$ cat config.mk
export PLATFORM = sky130hd
export DESIGN_NAME = cdm_cpu_clk
export DESIGN_NICKNAME = d
export VERILOG_FILES = /design/src/rtl/cdm_pkg.sv /design/src/rtl/cdm_regs.sv /design/src/rtl/cdm_handover.sv /design/src/rtl/cdm_divider.sv /design/src/rtl/cdm_cpu_clk.sv
export SDC_FILE = /design/constraint.sdc
export NUM_CORES = 1
export LEC_CHECK = 0
export BUFFER_PORTS_ARGS = -buffer_cell sky130_fd_sc_hd__buf_2
export CAP_MARGIN = 20
export CORE_AREA = 2 2 83 85
export CTS_BUF_LIST = sky130_fd_sc_hd__clkbuf_8
export DETAILED_ROUTE_END_ITERATION = 7
export DIE_AREA = 0 0 85 87
export PLACE_DENSITY = 0.68
export SKIP_LAST_GASP = 1
export SLEW_MARGIN = 30
export SYNTH_ARGS = -nofsm -noshare
export SYNTH_HDL_FRONTEND = slang
export SYNTH_SLANG_ARGS = --single-unit
$ cat constraint.sdc
create_clock -name clk -period 6 [get_ports clk]
set_input_delay 0.9 -clock clk [delete_from_list [all_inputs] [get_ports clk]]
set_output_delay 0.9 -clock clk [all_outputs]
set_load 0.05 [all_outputs]
$ cat src/rtl/cdm_pkg.sv
package cdm_pkg;

    localparam int unsigned DATA_W      = 32;
    localparam int unsigned NDIV_W      = 9;
    localparam int unsigned DIV_W       = NDIV_W + 1;
    localparam int unsigned OUT_SEL_BIT = 7;
    localparam int unsigned DSEL_LSB    = 2;
    localparam int unsigned SRC_SEL_BIT = 0;
    localparam int unsigned NDIV_LSB    = 20;

    typedef struct packed {
        logic       out_sel;
        logic [1:0] dsel;
        logic       src_sel;
    } ctrl_t;

    typedef enum logic [1:0] {
        HO_IDLE = 2'd0,
        HO_PRE  = 2'd1,
        HO_POST = 2'd2
    } ho_state_e;

    function automatic logic [DIV_W-1:0] divisor_of(input logic [1:0] dsel,
                                                    input logic [NDIV_W-1:0] n);
        logic [DIV_W-1:0] r;
        case (dsel)
            2'd0:    r = DIV_W'(1);
            2'd1:    r = DIV_W'(2);
            2'd2:    r = DIV_W'(3);
            default: r = (n == '0) ? DIV_W'(1) : {n, 1'b0};
        endcase
        return r;
    endfunction

endpackage

$ cat src/rtl/cdm_regs.sv
module cdm_regs
    import cdm_pkg::*;
#(
    parameter int unsigned        ADDR_W    = 7,
    parameter logic [ADDR_W-1:0]  NDIV_ADDR = 7'h00,
    parameter logic [ADDR_W-1:0]  CTRL_ADDR = 7'h40
) (
    input  logic                 clk,
    input  logic                 rst_n,
    input  logic                 wr_en,
    input  logic [ADDR_W-1:0]    wr_addr,
    input  logic [DATA_W-1:0]    wr_data,
    input  logic [ADDR_W-1:0]    rd_addr,
    output logic [DATA_W-1:0]    rd_data,
    input  logic                 seq_out_clr,
    input  logic                 seq_out_set,
    input  logic                 seq_src_set,
    output ctrl_t                ctrl_o,
    output logic [NDIV_W-1:0]    ndiv_o
);

    typedef struct packed {
        ctrl_t             ctrl;
        logic [NDIV_W-1:0] ndiv;
    } regs_t;

    regs_t r_d, r_q;
    logic  wr_data_unused;

    assign wr_data_unused = ^{wr_data[31:29], wr_data[19:8], wr_data[6:4], wr_data[1]};

    always_comb begin
        r_d = r_q;
        if (wr_en && (wr_addr == CTRL_ADDR)) begin
            r_d.ctrl.out_sel = wr_data[OUT_SEL_BIT];
            r_d.ctrl.dsel    = wr_data[DSEL_LSB +: 2];
            r_d.ctrl.src_sel = wr_data[SRC_SEL_BIT];
        end
        if (wr_en && (wr_addr == NDIV_ADDR)) begin
            r_d.ndiv = wr_data[NDIV_LSB +: NDIV_W];
        end
        if (seq_out_clr) r_d.ctrl.out_sel = 1'b0;
        if (seq_out_set) r_d.ctrl.out_sel = 1'b1;
        if (seq_src_set) r_d.ctrl.src_sel = 1'b1;
    end

    always_ff @(posedge clk or negedge rst_n) begin
        if (!rst_n) r_q <= '0;
        else        r_q <= r_d;
    end

    always_comb begin
        rd_data = '0;
        if (rd_addr == CTRL_ADDR) begin
            rd_data[OUT_SEL_BIT]   = r_q.ctrl.out_sel;
            rd_data[DSEL_LSB +: 2] = r_q.ctrl.dsel;
            rd_data[SRC_SEL_BIT]   = r_q.ctrl.src_sel;
        end else if (rd_addr == NDIV_ADDR) begin
            rd_data[NDIV_LSB +: NDIV_W] = r_q.ndiv;
        end
    end

    assign ctrl_o = r_q.ctrl;
    assign ndiv_o = r_q.ndiv;

    // the park command lands in the control word on the next cycle
    assert_park_lands_R8: assert property (@(posedge clk) disable iff (!rst_n)
        seq_out_clr |=> !ctrl_o.out_sel);
    // the source switch lands on the next cycle
    assert_src_lands_R8: assert property (@(posedge clk) disable iff (!rst_n)
        seq_src_set |=> ctrl_o.src_sel);
    // the restore command lands on the next cycle
    assert_restore_lands_R9: assert property (@(posedge clk) disable iff (!rst_n)
        seq_out_set |=> ctrl_o.out_sel);
    // writes to unmapped addresses leave both words untouched
    assert_unmapped_write_R7: assert property (@(posedge clk) disable iff (!rst_n)
        (wr_en && wr_addr != CTRL_ADDR && wr_addr != NDIV_ADDR &&
         !seq_out_clr && !seq_out_set && !seq_src_set) |=> $stable(r_q));

endmodule

$ cat src/rtl/cdm_handover.sv
module cdm_handover
    import cdm_pkg::*;
#(
    parameter int unsigned WAIT_CYC = 5000
) (
    input  logic clk,
    input  logic rst_n,
    input  logic pre_req,
    input  logic post_req,
    output logic busy_o,
    output logic out_clr_o,
    output logic out_set_o,
    output logic src_set_o
);

    localparam int unsigned CNT_W = (WAIT_CYC < 2) ? 1 : $clog2(WAIT_CYC);
    localparam logic [CNT_W-1:0] LAST = CNT_W'(WAIT_CYC - 1);

    typedef struct packed {
        ho_state_e        state;
        logic [CNT_W-1:0] cnt;
    } ho_t;

    ho_t  h_d, h_q;
    logic done;

    assign done = (h_q.cnt == LAST);

    always_comb begin
        h_d       = h_q;
        out_clr_o = 1'b0;
        out_set_o = 1'b0;
        src_set_o = 1'b0;
        case (h_q.state)
            HO_IDLE: begin
                h_d.cnt = '0;
                if (pre_req) begin
                    out_clr_o = 1'b1;
                    h_d.state = HO_PRE;
                end else if (post_req) begin
                    out_set_o = 1'b1;
                    h_d.state = HO_POST;
                end
            end
            HO_PRE: begin
                if (done) begin
                    src_set_o = 1'b1;
                    h_d.state = HO_IDLE;
                    h_d.cnt   = '0;
                end else begin
                    h_d.cnt = h_q.cnt + 1'b1;
                end
            end
            HO_POST: begin
                if (done) begin
                    h_d.state = HO_IDLE;
                    h_d.cnt   = '0;
                end else begin
                    h_d.cnt = h_q.cnt + 1'b1;
                end
            end
            default: begin
                h_d.state = HO_IDLE;
                h_d.cnt   = '0;
            end
        endcase
    end

    always_ff @(posedge clk or negedge rst_n) begin
        if (!rst_n) h_q <= '{state: HO_IDLE, cnt: '0};
        else        h_q <= h_d;
    end

    assign busy_o = (h_q.state != HO_IDLE);

    // wait counter never leaves its window
    assert_wait_window_R8: assert property (@(posedge clk) disable iff (!rst_n)
        h_q.cnt <= LAST);
    // an idle pre request starts the parked wait
    assert_pre_starts_R8: assert property (@(posedge clk) disable iff (!rst_n)
        (!busy_o && pre_req) |=> (h_q.state == HO_PRE));
    // no park or restore command is issued while busy
    assert_busy_ignores_R10: assert property (@(posedge clk) disable iff (!rst_n)
        busy_o |-> !(out_clr_o || out_set_o));

endmodule

$ cat src/rtl/cdm_divider.sv
module cdm_divider
    import cdm_pkg::*;
(
    input  logic              clk,
    input  logic              rst_n,
    input  logic              src_tick,
    input  logic [1:0]        dsel,
    input  logic [NDIV_W-1:0] ndiv,
    output logic              div_en_o
);

    typedef struct packed {
        logic [DIV_W-1:0] div;
        logic [DIV_W-1:0] cnt;
    } dv_t;

    dv_t  v_d, v_q;
    logic last;
    logic wrap;

    assign last = (v_q.cnt == (v_q.div - 1'b1));
    assign wrap = src_tick && last;

    always_comb begin
        v_d = v_q;
        if (src_tick) begin
            if (last) begin
                v_d.cnt = '0;
                v_d.div = divisor_of(dsel, ndiv);
            end else begin
                v_d.cnt = v_q.cnt + 1'b1;
            end
        end
    end

    always_ff @(posedge clk or negedge rst_n) begin
        if (!rst_n) v_q <= '{div: DIV_W'(1), cnt: '0};
        else        v_q <= v_d;
    end

    assign div_en_o = wrap;

    // the count stays inside the active period
    assert_cnt_in_period_R4: assert property (@(posedge clk) disable iff (!rst_n)
        v_q.cnt < v_q.div);
    // the active divisor is never zero
    assert_div_nonzero_R5: assert property (@(posedge clk) disable iff (!rst_n)
        v_q.div != '0);
    // the divisor only moves on a period-ending tick
    assert_div_at_boundary_R6: assert property (@(posedge clk) disable iff (!rst_n)
        !wrap |=> $stable(v_q.div));

endmodule

$ cat src/rtl/cdm_cpu_clk.sv
module cdm_cpu_clk
    import cdm_pkg::*;
#(
    parameter int unsigned       REF_HZ    = 50_000_000,
    parameter int unsigned       ADDR_W    = 7,
    parameter logic [ADDR_W-1:0] NDIV_ADDR = 7'h00,
    parameter logic [ADDR_W-1:0] CTRL_ADDR = 7'h40
) (
    input  logic              clk,
    input  logic              rst_n,
    input  logic              xtal_tick_i,
    input  logic              pll_tick_i,
    input  logic              wr_en_i,
    input  logic [ADDR_W-1:0] wr_addr_i,
    input  logic [31:0]       wr_data_i,
    input  logic [ADDR_W-1:0] rd_addr_i,
    output logic [31:0]       rd_data_o,
    input  logic              pre_req_i,
    input  logic              post_req_i,
    output logic              busy_o,
    output logic              cpu_en_o
);

    localparam int unsigned WAIT_RAW = REF_HZ / 10000;
    localparam int unsigned WAIT_CYC = (WAIT_RAW < 1) ? 1 : WAIT_RAW;

    ctrl_t             ctrl;
    logic [NDIV_W-1:0] ndiv;
    logic              out_clr, out_set, src_set;
    logic              src_tick;
    logic              div_en;

    cdm_handover #(.WAIT_CYC(WAIT_CYC)) u_ho (
        .clk       (clk),
        .rst_n     (rst_n),
        .pre_req   (pre_req_i),
        .post_req  (post_req_i),
        .busy_o    (busy_o),
        .out_clr_o (out_clr),
        .out_set_o (out_set),
        .src_set_o (src_set)
    );

    cdm_regs #(
        .ADDR_W    (ADDR_W),
        .NDIV_ADDR (NDIV_ADDR),
        .CTRL_ADDR (CTRL_ADDR)
    ) u_regs (
        .clk         (clk),
        .rst_n       (rst_n),
        .wr_en       (wr_en_i),
        .wr_addr     (wr_addr_i),
        .wr_data     (wr_data_i),
        .rd_addr     (rd_addr_i),
        .rd_data     (rd_data_o),
        .seq_out_clr (out_clr),
        .seq_out_set (out_set),
        .seq_src_set (src_set),
        .ctrl_o      (ctrl),
        .ndiv_o      (ndiv)
    );

    assign src_tick = ctrl.src_sel ? pll_tick_i : xtal_tick_i;

    cdm_divider u_div (
        .clk      (clk),
        .rst_n    (rst_n),
        .src_tick (src_tick),
        .dsel     (ctrl.dsel),
        .ndiv     (ndiv),
        .div_en_o (div_en)
    );

    assign cpu_en_o = ctrl.out_sel ? div_en : xtal_tick_i;

    // sequencer commands never collide
    assert_cmd_onehot_R8: assert property (@(posedge clk) disable iff (!rst_n)
        $onehot0({out_clr, out_set, src_set}));
    // with the output parked, the enable follows the crystal tick
    assert_parked_follows_xtal_R2: assert property (@(posedge clk) disable iff (!rst_n)
        !ctrl.out_sel |-> (cpu_en_o == xtal_tick_i));

endmodule

### Yosys cells after proc, flatten, opt, wreduce, memory -nomap -nowiden

Cells that the tools add are included.

* add/sub/neg operators: 3
* equal/unequal tests: 10
* multiplexer cells: 26
* reduce and logical (&&, ||, !) cells: 14

Operators with widths (count)
* 10-bit case mux with 3 select lines: 1
* 15-bit case mux with 2 select lines: 1
* 10-bit 2-to-1 mux: 2
* 9-bit 2-to-1 mux: 2
* 7-bit == test (second input constant): 2
* 7-bit logical NOT: 2
* 1-bit 2-to-1 mux: 14
* 13-bit by 1-bit adder with 13-bit output (second input constant): 1
* 13-bit == test (second input constant): 1
* 13-bit 2-to-1 mux: 1
* 10-bit by 1-bit adder with 10-bit output (second input constant): 1
* 10-bit == test: 1
* 10-bit by 1-bit subtractor with 10-bit output (second input constant): 1
* 9-bit logical NOT: 1
* 2-bit 2-to-1 mux: 4
* 2-bit by 1-bit == test with 1-bit output (second input constant): 2
* 2-bit == test (second input constant): 2
* 2-bit logical NOT: 2
* 4-bit 2-to-1 mux: 1
* 2-bit AND reduction: 2
* 2-bit nonzero test: 2
* 1-bit logical AND: 3
* 3-bit inequality test (second input constant): 1
* 3-bit nonzero test: 1
* 2 further kinds: 2

* bits in registers: 48
* input bits: 53
* output and inout bits: 34
* word-level logic and storage cells: 61

### Longest topological paths before layout

Gate-level depths: netlist (run 1).

* word-level depth: 5
* mapped depth: 11

### By module

Synthesis (run 1) repeated with hierarchy kept, for this count alone.

* cell total of the unflattened synthesis: 319
* area total of the unflattened synthesis: 3148.0 µm²

By module, submodules not included
* cdm_divider: instances 1, cells each 153, area each 1452.6 µm², seq. area each 501.7 µm²
* cdm_regs: instances 1, cells each 78, area each 839.6 µm², seq. area each 325.3 µm²
* cdm_handover: instances 1, cells each 86, area each 829.5 µm², seq. area each 375.4 µm²
* cdm_cpu_clk: instances 1, cells each 2, area each 26.3 µm², seq. area each 0.0 µm²

### Worst setup path after synthesis (run 1)

Ideal clock, no wire load.

* path type: register to output
* start point: register u_div.v_q[10] (netlist bit)
* end point: output port cpu_en_o
* arrival: 2.303 ns
* data required time: 5.100 ns
* slack: 2.797 ns
* cell stages (with the launch flop): 10
* cell sequence: dfstp_2 -> inv_1 -> ha_1 -> xor2_1 -> o211ai_1 -> a211o_1 -> a211oi_2 -> nor3b_2 -> buf_6 -> mux2_2

* word-level cells in the longest chain between the ends: 4

Ends and longest elaborated chain
* start, declared: RTL line cdm_divider.sv:17 `dv_t v_d, v_q;`
* start signal, assigned: RTL line cdm_divider.sv:37 `if (!rst_n) v_q <= '{div: DIV_W'(1), cnt: '0};`
* start signal, assigned: RTL line cdm_divider.sv:38 `else v_q <= v_d;`
* 10-bit by 1-bit subtractor with 10-bit output: RTL line cdm_divider.sv:21 `assign last = (v_q.cnt == (v_q.div - 1'b1));`
* 10-bit == test: RTL line cdm_divider.sv:21
* 1-bit logical AND: RTL line cdm_divider.sv:22 `assign wrap = src_tick && last;`
* 1-bit 2-to-1 mux: RTL line cdm_cpu_clk.sv:74 `assign cpu_en_o = ctrl.out_sel ? div_en : xtal_tick_i;`
* end, declared: RTL line cdm_cpu_clk.sv:21 `output logic cpu_en_o`

Every way passes these cells.

### Worst setup path after layout (run 1)

Ends and elaborated chain as after synthesis.

==> results of run 1 <==
==> sequential cells by signal (all words and copies together), names as in the netlist <==
name / cells
u_div.v_q: 20
u_ho.h_q: 15
u_regs.ndiv_o: 9
u_regs.ctrl_o: 4
==> critical path, stage by stage (launching register included) <==
cell      delay, ns
dfstp_2        0.59
inv_1          0.08
ha_1           0.31
xor2_1         0.15
o211ai_1       0.10
a211o_1        0.30
a211oi_2       0.23
nor3b_2        0.26
mux2_2         0.18
buf_2          0.25
==> cell type report <==
| type | count | area share (%) |
|---|---|---|
| clock buffers | 6 | 2.55 |
| clock inverters | 2 | 0.232 |
| inverters | 21 | 2.44 |
| multi-input cells | 232 | 46.8 |
| flip-flops and latches | 48 | 37.2 |
| well taps | 80 | 3.09 |
| repair buffers | 49 | 7.73 |
==> worst paths after layout <==
path | slack (ns) | start | endpoint
max | 2.36 | u_div.v_q[10] | cpu_en_o
min | 0.54 | u_ho.h_q[0] | u_ho.h_q[0]
max reg2reg | 3.36 | u_div.v_q[10] | u_div.v_q[15]
min reg2reg | 0.54 | u_ho.h_q[0] | u_ho.h_q[0]
max in group asynchronous | 4.98 | rst_n | u_div.v_q[0]
min in group asynchronous | 0.60 | rst_n | u_regs.ndiv_o[5]
==> logic make-up after synthesis <==
kind of cell | after synthesis | share of synthesized area [%]
other | 1 | 0.128
flip-flops | 48 | 41.0
AO/OA/AOI/OAI | 33 | 7.76
AND/OR/NAND/NOR | 118 | 20.0
XOR/XNOR | 26 | 7.76
buffers and inverters | 49 | 9.76
multiplexers | 27 | 9.76
adder cells (fa/ha/maj) | 9 | 3.84
==> power by group through the flow <==
stage | logic, mW | registers, mW | clock network, mW
floorplan | 0.192 | 0.391 | 0
global placement | 0.210 | 0.411 | 0
detailed placement | 0.217 | 0.411 | 0
CTS | 0.218 | 0.405 | 0.200
global route | 0.246 | 0.413 | 0.213
finish | 0.215 | 0.405 | 0.192
==> routing by layer <==
layer	up-vias	wire length, um
met5	-	0
met4	0	33
met3	4	154
met2	42	2690
met1	1075	2600
li1	1115	-
==> placed cells by master, fill, tap and decap left out, types with 7 or more instances in the layout <==
master   synthesis  routed
ha_1             9       9
o21ai_0          9       9
nor3_1           9       9
mux2i_1         14      14
xor2_1          15      15
nand4_1          7       7
nand2_1         20      20
nand3_1         12      12
conb_1           1      19
nor2_1          39      39
dfrtp_1         47      47
inv_1           21      23
xnor2_1         11      11
and2_1          10      10
buf_2            0      47
mux2_2          13      13
==> per-stage QoR <==
step / worst slack (ns) / cells / power [mW]
floorplan: 2.80 / 329 / 0.583
global placement: 2.72 / 430 / 0.621
detailed placement: 2.70 / 430 / 0.628
CTS: 2.36 / 438 / 0.823
global route: 2.22 / 438 / 0.872
finish: 2.36 / 438 / 0.812
==> reports/summary.txt, run 1 <==
status: finished clean
sequential share of power: 49.9%
via-per-instance ratio: 5.11
met2 usage: 24.6%
iteration-0 DRC count of the detailed router: 114
Power Density: 251 mW/mm2
Die ar.: 0.00740 mm2
mean post-synth cell area: 9.44 um2
met3 Usage GRT: 3.41%
Slew Limit Fails: 0
# Post-CTS Setup Buffers: 0
RSZ-0062 raised after global routing: no
CTS H-tree depth: 2
Multi-input gate area: 0.00151 mm2
Lkg Pwr: 1.53 nW
PostCTS Resize Cnt: 0
Power Internal: 0.526 mW
Post-layout nets: 419
routed vias: 2236
# clock sinks: 48
initial antenna violation count: 0
Die H: 87 um
Commonest cells post-synth: 47 x dfrtp_1, 39 x nor2_1, 21 x inv_1
VDD IR-drop max: 0.000261 V
setup_tns: 0 ns
switch share: 35.2%
layout cells sized above 1: 21.2%
Overflow after GRT: 0
fmax: 0.275 GHz
first-pass GRT wire length: 9250 um
area leader, netlist: dfrtp_1
post-synthesis cell type count: 45
Core Footprint: 0.00657 mm2
n_diodes: 0
cts hold-fix bufs: 0
Wirelength per Cell: 12.5 um
Crit. End Element: output pin
Post-synth ARST share: 100%
Clk pwr share: 23.6%
Hold Slack: 0.540 ns
Routed Antenna Nets: 0
GRT met1 Usage: 20.8%
Die X: 85 um
Final min period: 3.64 ns
# setup viols final: 0
I/O pins: 87
Post-synth EDFFs: 0
sequential element share of the synthesized area: 41.0%
Pre-antenna DRT Iters: 5
Max clock buf depth: 2
Post-DP Area: 0.00315 mm2
design area: 0.00324 mm2
clk slew on worst S/H paths: 0.08 ns
Comb power frac: 26.5%
number of synthesized register bits: 48
post-synthesis instance total: 311
global route hottest layer: met2
Post-Route WL: 5470 um
Fillers: 616
HPWL Detailed: 4080 um
Worst Hold Depth: 1
top-count cell post-synth: dfrtp_1
clock latency on the worst-skew pair: 0.29 ns
Post-Synthesis Cell Area: 0.00294 mm2
GRT Overall Usage: 15.2%
CTS Root Cell: clkbuf_8
GP Congestion: 0.811
Residual DRC: 0
Critical Path Source Type: register
Synth area leaders: dfrtp_1 40%, mux2_2 5.0%, nor2_1 5.0%, buf_4 4.9%, mux2i_1 4.8%
final hold violations: 0
arrival time at the worst endpoint: 2.74 ns
skew final: 0.00619 ns
Final Util: 49.3%
row count: 30
Initial Util: 44.7%
largest net degree at the start of global routing: 49
post-synth top area share: 40.1%
crit path kind: register to output pin
data required time of the worst path: 5.10 ns
Reg2Reg Depth: 9
fin crit share: 60.7%
P_sw: 0.286 mW
cts bufs inserted: 5
register area: 0.00120 mm2
# port buffers: 48
Most used DFF post-synth: dfrtp_1
CTS tree: done
worst hold path type: register to register
Rel. slew slack: 50.2%
number of max-cap violations: 0
area delta synth->final: 10.2%
via count of the first global-routing pass: 2087
synth warn: 0
Max FO, Critical Path: 6
Slew @ Worst Pin: 0.745 ns
Power figures use the tool's default switching activity.
==> run 2, diff against run 1 <==
==> constraint.sdc (replaced) <==
create_clock -name clk -period 3.8 [get_ports clk]
set_input_delay 0.57 -clock clk [delete_from_list [all_inputs] [get_ports clk]]
set_output_delay 0.57 -clock clk [all_outputs]
set_load 0.05 [all_outputs]
==> run 2 against run 1 <==
Against the previous run:
- via count shrank 1.6%
- sequential share of layout area about the same
- die area unchanged
- non-clock buffer count stayed put
- first-iteration DRC count is 7.0% higher
- largest cell class unchanged
- worst setup slack got worse by 1.9 ns
- flip-flop and latch count unchanged
- sequential power up 58%
- critical path depth unchanged
- clock skew is 0.0024 ns lower
- clock-buffer cell count did not move
- final area is 0.12% higher
==> reports/summary.txt, run 2 (synthesized netlist as in run 1, its figures left out) <==
Routed Antenna Nets: 0 (unchanged)
initial antenna violation count: 0 (unchanged)
Pre-antenna DRT Iters: 4 (-1)
row count: 30 (unchanged)
Core Footprint: 0.00657 mm2 (unchanged)
Reg with most FFs: u_div.v_q
Die H: 87 um (unchanged)
status: finished clean
GP Congestion: 0.826 (+1.9%)
n_diodes: 0 (unchanged)
final hold violations: 0 (unchanged)
Post-layout nets: 419 (unchanged)
cts hold-fix bufs: 0 (unchanged)
first-pass GRT wire length: 9180 um (-0.75%)
Max FO, Critical Path: 6 (unchanged)
commonest non-fill, non-tap cells in the layout: 47 x buf_2, 47 x dfrtp_1, 39 x nor2_1
clock latency on the worst-skew pair: 0.30 ns (about the same)
met3 WL post-DR: 190 um (+23%)
Final Util: 49.3% (+0.057 points)
Rel. slew slack: 49.7% (-0.45 points)
crit path kind: register to output pin
Die ar.: 0.00740 mm2 (unchanged)
Met2 Wirelength: 2600 um (-3.3%)
CTS H-tree depth: 2 (unchanged)
DP Worst Slack: 0.840 ns (-1.86 ns)
CTS Root Cell: clkbuf_8
Final min period: 3.31 ns
Highest Signal Layer: met4
worst hold path type: input port to async pin
Slew @ Worst Pin: 0.751 ns (+0.00677 ns)
routed vias: 2200 (-1.6%)
fmax: 0.302 GHz
I/O pins: 87 (unchanged)
area delta synth->final: 10.4%
Wirelength per Cell: 12.3 um (-1.8%)
CP Cell Sequence: inv_1 -> ha_1 -> xor2_1 -> o211ai_1 -> a211o_1 -> a211oi_2 -> nor3b_2 -> mux2_2 -> buf_2
Overflow after GRT: 0 (unchanged)
max reg flops: 20 (unchanged)
layout cells sized above 1: 21.5% (+0.28 points)
delay-heaviest family, CP: compound AO/OA/AOI/OAI gates
Residual DRC: 0 (unchanged)
VDD IR-drop max: 0.000283 V (+8.3%)
GRT Overall Usage: 15.2% (unchanged)
number of max-cap violations: 0 (unchanged)
# setup viols final: 0 (unchanged)
PostCTS Resize Cnt: 0 (unchanged)
HPWL Detailed: 4040 um (-0.86%)
setup_tns: 0 ns (unchanged)
WL met1: 2500 um (-3.5%)
slowest stage cell, crit path: dfstp_2
Final Worst Setup Slack: 0.485 ns (-1.87 ns)
Critical Path Source Type: register
clk slew on worst S/H paths: 0.08 ns (about the same)
Die X: 85 um (unchanged)
CP peak stage delay: 0.59 ns (about the same)
worst path bufs/invs: 2 (unchanged)
iteration-0 DRC count of the detailed router: 122 (+7.0%)
Lkg Pwr: 1.53 nW (-0.34%)
Max clock buf depth: 2 (unchanged)
RSZ-0062 raised after global routing: no
Post-Route WL: 5380 um (-1.8%)
largest net degree at the start of global routing: 49 (unchanged)
skew final: 0.00380 ns (-0.00239 ns)
data required time of the worst path: 3.23 ns (-1.87 ns)
cts bufs inserted: 5 (unchanged)
CTS tree: done
fin crit share: 87.2%
# port buffers: 48 (unchanged)
# Post-CTS Setup Buffers: 0 (unchanged)
Fillers: 618 (+0.32%)
arrival time at the worst endpoint: 2.74 ns (about the same)
Crit. End Element: output pin
via count of the first global-routing pass: 2052 (-1.7%)
Power Density: 398 mW/mm2 (+59%)
# clock sinks: 48 (unchanged)
Slew Limit Fails: 0 (unchanged)
via-per-instance ratio: 5.02 (-1.6%)
Initial Util: 44.7% (unchanged)
## run 2: cell count changes in the layout (fill, tap and decap cells not counted)
cell and change:
clkinvlp_4 +1, inv_1 -1
## run 2: report_power, final
group / switching (mW) / internal, mW / leakage [nW] / total [mW]
combinational: 0.216 / 0.122 / 0.880 / 0.339
sequential: 0.0750 / 0.566 / 0.598 / 0.641
clock: 0.165 / 0.145 / 0.0486 / 0.310
total: 0.456 / 0.833 / 1.53 / 1.29
## run 2: layer usage
layer | global-route usage, % | up-vias
met5 | 0 | -
met4 | 4.33 | 0
met3 | 3.51 | 8
met2 | 25.4 | 42
met1 | 19.8 | 1038
li1 | - | 1112
## run 2: stage by stage
| step | hold slack, ns | instance area, um2 | cells | total power [mW] |
|---|---|---|---|---|
| final | 0.272 | 3240 | 438 | 1.29 |
| after global routing | 0.322 | 3240 | 438 | 1.38 |
| after CTS | 0.295 | 3240 | 438 | 1.31 |
| after detailed placement | 0.523 | 3150 | 430 | 0.991 |
| after global placement | 0.522 | 3140 | 430 | 0.981 |
| after floorplan | 0.274 | 3000 | 329 | 0.921 |
## run 2: layout make-up
cell class | instances | area (um2) | share of cell area, %
Multi-Input combinational cell | 232 | 1510 | 46.7
Sequential cell | 48 | 1200 | 37.1
Timing Repair Buffer | 49 | 250 | 7.72
Tap cell | 80 | 100 | 3.09
Clock buffer | 6 | 82.6 | 2.55
Inverter | 21 | 78.8 | 2.43
Clock inverter | 2 | 11.3 | 0.348
## run 2: worst reg2reg max path: cells and delay by family (launching register included)
family	cells	cell delay, ns
simple gates	1	0.27
mux	1	0.23
xor+xnor	1	0.15
fa+ha+maj	1	0.30
buf+inv	2	0.39
compound gates	3	0.63
flops	1	0.59
## run 2: path summary, 6_finish.rpt
| kind | slack (ns) | start | depth (start not counted) | to |
|---|---|---|---|---|
| worst max-delay path | 0.49 | u_div.v_q[10] | 9 | cpu_en_o |
| worst min-delay path | 0.27 | rst_n | 1 | u_regs.ndiv_o[5] |
| worst max register to register | 1.18 | u_div.v_q[10] | 9 | u_div.v_q[10] |
| worst min register to register | 0.54 | u_ho.h_q[0] | 1 | u_ho.h_q[0] |
| max in group asynchronous | 3.12 | rst_n | 1 | u_ho.h_q[4] |
| min in group clk | 0.49 | pre_req_i | 2 | u_regs.ctrl_o[3] |
==> run 3, diff against run 2 <==
--- a/config.mk
+++ b/config.mk
@@ -7,13 +7,14 @@
 export LEC_CHECK = 0
 export BUFFER_PORTS_ARGS = -buffer_cell sky130_fd_sc_hd__buf_2
 export CAP_MARGIN = 20
-export CORE_AREA = 2 2 83 85
+export CORE_AREA = 2 2 119 63
 export CTS_BUF_LIST = sky130_fd_sc_hd__clkbuf_8
 export DETAILED_ROUTE_END_ITERATION = 7
-export DIE_AREA = 0 0 85 87
-export PLACE_DENSITY = 0.68
+export DIE_AREA = 0 0 121 65
+export PLACE_DENSITY = 0.69
 export SKIP_LAST_GASP = 1
 export SLEW_MARGIN = 30
 export SYNTH_ARGS = -nofsm -noshare
 export SYNTH_HDL_FRONTEND = slang
+export SYNTH_HIERARCHICAL = 1
 export SYNTH_SLANG_ARGS = --single-unit
==> run 3 against run 2 <==
Against the previous run:
- first-iteration DRC count increased by 4.9%
- synthesized cell count increased by 2.6%
- routed wire length increased by 22%
- critical path depth unchanged
- final cell count increased by 5.5%
- sequential share of layout area decreased by 2.3 points
- total power decreased by 14%
- flip-flop and latch count unchanged
- worst setup slack got worse by 0.17 ns
- global-route usage increased by 2.5 points
==> reports/summary.txt, run 3 <==
Die X: 121 um (+42%)
Post-Route WL: 6560 um (+22%)
DP Worst Slack: 0.678 ns (-0.162 ns)
GP Congestion: 0.816 (-1.2%)
Lkg Pwr: 1.61 nW (+5.4%)
CTS Root Cell: clkbuf_8
post-synthesis cell type count: 58 (+29%)
commonest non-fill, non-tap cells in the layout: 47 x buf_2, 47 x dfrtp_1, 35 x nor2_1
synth warn: 6 (+6)
Crit. End Element: output pin
initial antenna violation count: 0 (unchanged)
Max clock buf depth: 2 (unchanged)
# clock sinks: 48 (unchanged)
Core Footprint: 0.00696 mm2 (+6.0%)
area delta synth->final: 9.58%
Synth Area in XOR/XNOR: 7.51% (-0.25 points)
Slew Limit Fails: 0 (unchanged)
Overflow after GRT: 0 (unchanged)
max reg flops: 20 (unchanged)
first-pass GRT wire length: 10800 um (+17%)
clk slew on worst S/H paths: 0.08 ns (about the same)
Die ar.: 0.00787 mm2 (+6.4%)
RSZ-0062 raised after global routing: no
fin crit share: 91.6% (+4.4 points)
# Post-CTS Setup Buffers: 0 (unchanged)
Power Density: 322 mW/mm2 (-19%)
via-per-instance ratio: 5.05 (+0.49%)
number of synthesized register bits: 48 (unchanged)
Synth area leaders: dfrtp_1 37%, xnor2_1 5.3%, mux2_4 4.8%, buf_4 4.5%, mux2i_1 4.5%
mean post-synth cell area: 9.87 um2 (+4.6%)
reg-to-reg startpoint: u_div/v_q[10]
largest net degree at the start of global routing: 49 (unchanged)
arrival time at the worst endpoint: 2.91 ns (+0.17 ns)
VDD IR-drop max: 0.000172 V (-39%)
fmax: 0.287 GHz (-4.8%)
Die H: 65 um (-25%)
adder-cell area share of the yosys netlist: 3.58% (-0.26 points)
reg2reg end: u_div/v_q[19]
Post-Synthesis Cell Area: 0.00315 mm2 (+7.2%)
PostCTS Resize Cnt: 0 (unchanged)
via count of the first global-routing pass: 2116 (+3.1%)
Simple-Gate Fraction of Synth Area: 21.6% (+1.5 points)
top-count cell post-synth: dfrtp_1
I/O pins: 87 (unchanged)
skew final: 0.00595 ns (+0.00216 ns)
Pre-antenna DRT Iters: 4 (unchanged)
Critical Path Source Type: register
Fillers: 665 (+7.6%)
iteration-0 DRC count of the detailed router: 128 (+4.9%)
status: finished clean
Final min period: 3.48 ns (+0.168 ns)
layout cells sized above 1: 23.8% (+2.3 points)
n_diodes: 0 (unchanged)
# port buffers: 48 (unchanged)
area leader, netlist: dfrtp_1
post-synthesis instance total: 319 (+2.6%)
Reg with most FFs: u_div/v_q
post-synth top area share: 37.4% (-2.7 points)
Reg2Reg Depth: 9 (unchanged)
Most used DFF post-synth: dfrtp_1
Routed Antenna Nets: 0 (unchanged)
R2R Setup Slk: 0.95 ns (-0.23 ns)
Post-layout nets: 427 (+1.9%)
clock latency on the worst-skew pair: 0.30 ns (about the same)
final hold violations: 0 (unchanged)
Rel. slew slack: 49.9% (+0.21 points)
Slew @ Worst Pin: 0.741 ns (-0.0101 ns)
data required time of the worst path: 3.23 ns (about the same)
Max FO, Critical Path: 5 (-1)
post-synthesis mux area share: 10.3% (+0.53 points)
CTS H-tree depth: 2 (unchanged)
HPWL Detailed: 5070 um (+25%)
number of max-cap violations: 0 (unchanged)
CTS tree: done
Hold Slack: 0.270 ns (-0.00195 ns)
main combinational cell family by area after synthesis: simple AND/OR/NAND/NOR gates
routed vias: 2332 (+6.0%)
cts bufs inserted: 5 (unchanged)
Post-synth ARST share: 100% (unchanged)
Wirelength per Cell: 14.2 um (+16%)
crit path kind: register to output pin
row count: 22 (-27%)
Commonest cells post-synth: 47 x dfrtp_1, 35 x nor2_1, 30 x inv_1
cts hold-fix bufs: 0 (unchanged)
# setup viols final: 0 (unchanged)
Final Worst Setup Slack: 0.318 ns (-0.168 ns)
Residual DRC: 0 (unchanged)
GRT Overall Usage: 17.7% (+2.5 points)
setup_tns: 0 ns (unchanged)
Initial Util: 45.2% (+0.52 points)
compound-gate portion of the synthesized area: 6.92% (-0.84 points)
Post-synth EDFFs: 0 (unchanged)
worst hold path type: input port to async pin
sequential element share of the synthesized area: 38.2% (-2.8 points)
run 3: cell type report:
type                            instances  area, um2  area share [%]
Sequential cell                        48       1200            34.9
Inverter                               30        113            3.26
Clock buffer                            5       68.8            1.99
Multi-Input combinational cell        230       1650            47.8
Timing Repair Buffer                   50        258            7.47
Clock inverter                          3       37.5            1.09
Tap cell                               96        120            3.48
run 3: cell families after synthesis:
logic type,count (synthesis)
xor+xnor,27
flops,48
compound gates,28
fa+ha+maj,9
buf+inv,59
mux,27
other cells,1
simple gates,120
run 3: worst max-delay path, stage by stage, from the launching register on:
cell	delay (ns)
dfstp_2	0.59
inv_1	0.08
ha_1	0.21
nor2b_1	0.19
or3_1	0.37
a31oi_1	0.19
o21ai_0	0.20
nor4_4	0.34
mux2_4	0.18
buf_2	0.25
run 3: through the flow:
stage               std cells  instance area [um2]  utilization [%]  power, mW
finish                    462                 3450             49.5       1.11
global route              462                 3450             49.5       1.18
CTS                       462                 3450             49.5       1.12
detailed placement        454                 3340             48.0      0.762
global placement          454                 3340             48.0      0.753
floorplan                 337                 3220                -      0.719
run 3: worst max-delay path by stage:
stage	end	start
5_1_grt	cpu_en_o	u_div/v_q[10]
6_report	cpu_en_o	u_div/v_q[10]
3_3_place_gp	cpu_en_o	u_div/v_q[10]
2_1_floorplan	cpu_en_o	u_div/v_q[10]
3_5_place_dp	cpu_en_o	u_div/v_q[10]
4_1_cts	cpu_en_o	u_div/v_q[10]
run 3: layer usage:
layer  up-vias  GRT usage (%)  wire length (um)
met5         -              0                 0
met4         0           3.49                41
met3         5           4.84               474
met2        58           22.7              2540
met1      1139           28.7              3500
li1       1130              -                 -
run 3: power by group:
part	switching, mW	internal [mW]
sequential	0.0426	0.539
combinational	0.107	0.0642
clock	0.165	0.192
total	0.314	0.795
